--- src/rtl/rmr_pkg.sv ---
package rmr_pkg;

  // True when a write is active and targets word index idx.
  function automatic logic word_strobe(input logic en, input int unsigned addr,
                                       input int unsigned idx);
    return en && (addr == idx);
  endfunction

  // Bit offset of port p inside a packed per-port bus.
  function automatic int unsigned lane_lsb(input int unsigned p, input int unsigned w);
    return p * w;
  endfunction

endpackage

--- src/rtl/rmr_wr_bcast.sv ---
module rmr_wr_bcast #(
  parameter int DEPTH  = 16,
  parameter int ADDR_W = 4
) (
  input  logic              clk,
  input  logic              rst_n,
  input  logic              wr_en,
  input  logic [ADDR_W-1:0] wr_addr,
  output logic [DEPTH-1:0]  word_we
);

  for (genvar w = 0; w < DEPTH; w++) begin : g_strobe
    assign word_we[w] = rmr_pkg::word_strobe(wr_en, int'(wr_addr), w);
  end

  // At most one word is written per edge.
  assert_single_word_R8: assert property (@(posedge clk) disable iff (!rst_n)
    $onehot0(word_we));

  // An enabled write always reaches its own word.
  assert_write_reaches_R2: assert property (@(posedge clk) disable iff (!rst_n)
    wr_en |-> word_we[wr_addr]);

  // With the write disabled, no word is touched.
  assert_idle_no_strobe_R7: assert property (@(posedge clk) disable iff (!rst_n)
    !wr_en |-> (word_we == '0));

endmodule

--- src/rtl/rmr_copy.sv ---
module rmr_copy #(
  parameter int DEPTH  = 16,
  parameter int DATA_W = 8,
  parameter int ADDR_W = 4
) (
  input  logic              clk,
  input  logic              rst_n,
  input  logic [DEPTH-1:0]  word_we,
  input  logic [DATA_W-1:0] wr_data,
  input  logic              rd_en,
  input  logic [ADDR_W-1:0] rd_addr,
  output logic [DATA_W-1:0] rd_q
);

  logic [DATA_W-1:0] mem [DEPTH];
  logic              rbw_hit;   // read and write on the same word this edge
  logic [DATA_W-1:0] cur_word;

  for (genvar w = 0; w < DEPTH; w++) begin : g_word
    always_ff @(posedge clk) begin
      if (word_we[w]) mem[w] <= wr_data;
    end
  end

  assign cur_word = mem[rd_addr];
  assign rbw_hit  = rd_en && word_we[rd_addr];

  always_ff @(posedge clk or negedge rst_n) begin
    if (!rst_n)     rd_q <= '0;
    else if (rd_en) rd_q <= cur_word;
  end

  assert_hold_R5: assert property (@(posedge clk) disable iff (!rst_n)
    !rd_en |=> $stable(rd_q));

  assert_old_data_R6: assert property (@(posedge clk) disable iff (!rst_n)
    (rbw_hit && (wr_data != cur_word)) |=> (rd_q != $past(wr_data)));

endmodule

--- src/rtl/repl_read_ram.sv ---
module repl_read_ram #(
  parameter int DEPTH  = 16,
  parameter int DATA_W = 8,
  parameter int N_RD   = 3,
  localparam int ADDR_W = (DEPTH > 1) ? $clog2(DEPTH) : 1
) (
  input  logic                     clk,
  input  logic                     rst_n,
  input  logic                     wr_en,
  input  logic [ADDR_W-1:0]        wr_addr,
  input  logic [DATA_W-1:0]        wr_data,
  input  logic [N_RD-1:0]          rd_en,
  input  logic [N_RD*ADDR_W-1:0]   rd_addr,
  output logic [N_RD*DATA_W-1:0]   rd_data
);

  logic [DEPTH-1:0] word_we;

  initial begin
    assert_ports_ok_R3: assert (N_RD >= 1);
  end

  rmr_wr_bcast #(.DEPTH(DEPTH), .ADDR_W(ADDR_W)) u_bcast (
    .clk     (clk),
    .rst_n   (rst_n),
    .wr_en   (wr_en),
    .wr_addr (wr_addr),
    .word_we (word_we)
  );

  for (genvar p = 0; p < N_RD; p++) begin : g_port
    localparam int AL = rmr_pkg::lane_lsb(p, ADDR_W);
    localparam int DL = rmr_pkg::lane_lsb(p, DATA_W);

    rmr_copy #(.DEPTH(DEPTH), .DATA_W(DATA_W), .ADDR_W(ADDR_W)) u_copy (
      .clk     (clk),
      .rst_n   (rst_n),
      .word_we (word_we),
      .wr_data (wr_data),
      .rd_en   (rd_en[p]),
      .rd_addr (rd_addr[AL +: ADDR_W]),
      .rd_q    (rd_data[DL +: DATA_W])
    );

    if (p > 0) begin : g_agree
      // Copies stay identical: same address read on two ports gives the same word.
      assert_copies_agree_R2: assert property (@(posedge clk) disable iff (!rst_n)
        (rd_en[0] && rd_en[p] && (rd_addr[0 +: ADDR_W] == rd_addr[AL +: ADDR_W]))
        |=> (rd_data[0 +: DATA_W] == rd_data[DL +: DATA_W]));
    end
  end

  assert_reset_clear_R1: assert property (@(posedge clk) disable iff (!rst_n)
    $rose(rst_n) |-> (rd_data == '0));

endmodule

--- config.mk ---
export PLATFORM = sky130hd
export DESIGN_NAME = repl_read_ram
export DESIGN_NICKNAME = d
export VERILOG_FILES = /design/src/rtl/rmr_pkg.sv /design/src/rtl/rmr_wr_bcast.sv /design/src/rtl/rmr_copy.sv /design/src/rtl/repl_read_ram.sv
export SDC_FILE = /design/constraint.sdc
export NUM_CORES = 1
export LEC_CHECK = 0
export BUFFER_PORTS_ARGS = -buffer_cell sky130_fd_sc_hd__buf_2
export CORE_MARGIN = 2
export CORE_UTILIZATION = 65
export CTS_CLUSTER_SIZE = 28
export DETAILED_ROUTE_END_ITERATION = 6
export PLACE_DENSITY = 0.85
export SETUP_SLACK_MARGIN = 0.3
export SKIP_CTS_REPAIR_TIMING = 1
export SYNTH_ARGS = -nofsm -noshare
export SYNTH_HDL_FRONTEND = slang
export SYNTH_SLANG_ARGS = --single-unit
--- constraint.sdc ---
create_clock -name clk -period 2.2 [get_ports clk]
set_input_delay 0.33 -clock clk [delete_from_list [all_inputs] [get_ports clk]]
set_output_delay 0.33 -clock clk [all_outputs]
set_load 0.03 [all_outputs]
==> results.ini <==
[outcome]
status = complete, no violations

[critical_path]
crit_end = g_port[2].u_copy.rd_q[3]$_DFFE_PN0P_
crit_path_max_incr_delay_ns = 0.51
worstReg2RegEnd = g_port[2].u_copy.rd_q[3]$_DFFE_PN0P_
cp.buffers_inverters = 0
cp_max_fo = 3
cp_num_cells = 3
slowest_stage = mux4_1
cp_top_family = multiplexers
cp-end-kind = flop
critPathKind = flop to flop
r2r_start = g_port[1].u_copy.mem[12][3]$_DFFE_PP_
worstPathArrival_ns = 1.70
required_ns = 2.45
crit_chain = mux4_1, o22ai_1, a221oi_1
r2r_setup_slack_ns = 0.76
reg2reg_depth = 3
cp-startpoint = g_port[1].u_copy.mem[12][3]$_DFFE_PP_
start_kind = flop

[job]
cap_violations = 0

[detailed_routing]
first_pass_iters = 5
wl_mm = 21.1
route.vias.total = 5047
vias_per_cell = 7.94
ant_nets = 0
drtIter0Drc = 770
routedWlPerCell_um = 33.2
drc = 0

[logic_synthesis]
yosysWarningCount = 0
yosysTopAreaCellShare_pct = 48.6
syn_area_mm2 = 0.00791
synth_area_leader_cell = edfxtp_1
synth-seq-cells = 152
synth_cells = 418
syn_area_per_cell_um2 = 18.9
synth_cell_types = 24
syn_nets = 448
synth-edff-count = 128
ys.flop_type = edfxtp_1
yosysSeqAreaShare_pct = 56.2
yosys-top-cells-area = edfxtp_1, mux4_2, mux4_1
async_flop_share_pct = 15.8

[clock_network]
clk_root_buffer_cell = clkbuf_16
numCtsBuffers = 17
clock_latency_ns = 0.42
clk_pin_slew_ns = 0.06
cts_sinks = 152
ctsHtreeMaxLevel = 4
cts_tree = built
cts_max_path_buffers = 2

[floorplan]
dieArea_mm2 = 0.0131
num_rows = 40
ios = 54
coreArea_mm2 = 0.0120
die_w_um = 114
start_util_pct = 66.1
chipHeight_um = 114

[sta]
worst_pin_slew_ns = 0.643
hold_viol = 0
fmax_mhz = 693
fin_setup_tns_ns = 0
fin_crit_ns = 1.44
grt_setup_unrepaired = false
finalClockSkew_ns = 0.00551
post-route-period-util_pct = 65.6
setup_violations = 0
slew_violations = 0
relSlewSlack_pct = 57.1

[global_route]
grt_overflow = 0
track_usage_pct = 35.2
grt_pass1_vias = 5187
grt_pass1_wl_mm = 31.7
grt_max_degree = 33
antenna_found_initial = 0

[power]
p_total_uw = 6780
power_density_mw_per_mm2 = 768
ir_drop_mv = 0.655
leakage_uw = 0.00306

[layout]
finalNetCount = 506
syn2layout_area_growth_pct = 11.6
drive_above_1_share_pct = 36.6
diodes = 0

[placed_design]
port_buffers = 53
hpwl_mm = 13.1
place_congestion = 0.932

[hold_path]
hp-class = input port to flop

-- cell type report --
class / instances / area, µm²
Fill cell: 647 / 3140
Tap cell: 147 / 184
Clock inverter: 15 / 105
Sequential cell: 152 / 4440
Clock buffer: 17 / 425
Multi-Input combinational cell: 224 / 3110
Timing Repair Buffer: 81 / 553
-- cells in the mapped netlist, types with 5 or more instances --
cell type and n:
nor2_1 36, buf_6 9, dfrtp_1 24, a221oi_1 24
clkbuf_1 7, mux4_1 25, buf_12 5, mux4_2 71
mux2i_1 24, o22ai_1 24, nand2b_1 5, buf_1 8
edfxtp_1 128, buf_2 7
-- state kept, by name, indices dropped and copies added (netlist names) --
signal and cells:
g_port.u_copy.mem 128, g_port.u_copy.rd_q 24
-- cells in the final DEF, fill, tap and decap left out --
cell type / synthesis / layout
edfxtp_1: 128 / 128
mux4_2: 71 / 71
buf_2: 7 / 53
nor2_1: 36 / 36
mux4_1: 25 / 25
o22ai_1: 24 / 24
mux2i_1: 24 / 24
a221oi_1: 24 / 24
dfrtp_1: 24 / 24
buf_4: 3 / 21
clkbuf_16: 0 / 17
buf_12: 5 / 6
nand2b_1: 5 / 5
clkinvlp_4: 0 / 5
nor3_1: 4 / 4
clkinv_4: 0 / 4
clkinv_1: 0 / 4
or2_1: 3 / 3
and2_1: 3 / 3
nand3b_1: 2 / 2
inv_6: 0 / 2
or3b_1: 1 / 1
nand2_1: 1 / 1
nand3_1: 1 / 1
dlygate4sd3_1: 0 / 1
-- cells by family (layout without fill, tap and decap cells) --
logic type             after synthesis  in the layout  share of synthesized area [%]
AOI/OAI and AO/OA                   48             48                           4.56
muxes                              120            120                           31.6
DFF                                152            152                           56.2
buffers and inverters               42            113                           4.43
and+or+nand+nor                     56             56                           3.24
-- layer usage --
layer  GRT usage (%)  up-vias  wire length [µm]
met5               0        -                 0
met4            21.7        0              1400
met3            9.48      120              2760
met2            52.2      515              9710
met1            47.3     2456              7240
li1                -     1956                 -
-- metrics by stage --
step           util, %  setup WS, ns  instance area (µm²)  cells  hold WS, ns
5_1_grt           73.8         0.696                 8820    636        0.266
2_1_floorplan        -         0.449                 7910    418       0.0344
3_3_place_gp      69.3         0.504                 8280    603        0.347
4_1_cts           73.7         0.779                 8810    635      -0.0849
6_report          73.8         0.756                 8820    636        0.278
3_5_place_dp      69.3         0.448                 8280    603        0.372
-- worst reg2reg max path, delay by kind of cell (launching register included) --
| kind | cells | cell delay (ns) |
|---|---|---|
| muxes | 1 | 0.51 |
| AOI/OAI and AO/OA | 2 | 0.32 |
| DFF | 1 | 0.45 |
-- power by group --
part           internal (µW)  switching (µW)  total [µW]
logic                    364             507         870
registers               3240            79.9        3320
clock network           1430            1160        2590
-- worst min path at each step --
stage	from	endpoint	slack, ns	cells after the start
2_1_floorplan	rst_n	g_port[0].u_copy.rd_q[0]$_DFFE_PN0P_	0.03	0
3_3_place_gp	rst_n	g_port[1].u_copy.rd_q[6]$_DFFE_PN0P_	0.35	1
3_5_place_dp	rst_n	g_port[0].u_copy.rd_q[7]$_DFFE_PN0P_	0.37	1
4_1_cts	rst_n	g_port[0].u_copy.rd_q[7]$_DFFE_PN0P_	-0.08	1
5_1_grt	wr_data[4]	g_port[2].u_copy.mem[0][4]$_DFFE_PP_	0.27	1
6_report	wr_data[5]	g_port[2].u_copy.mem[10][5]$_DFFE_PP_	0.28	1
(Power assumes the default switching activity.)
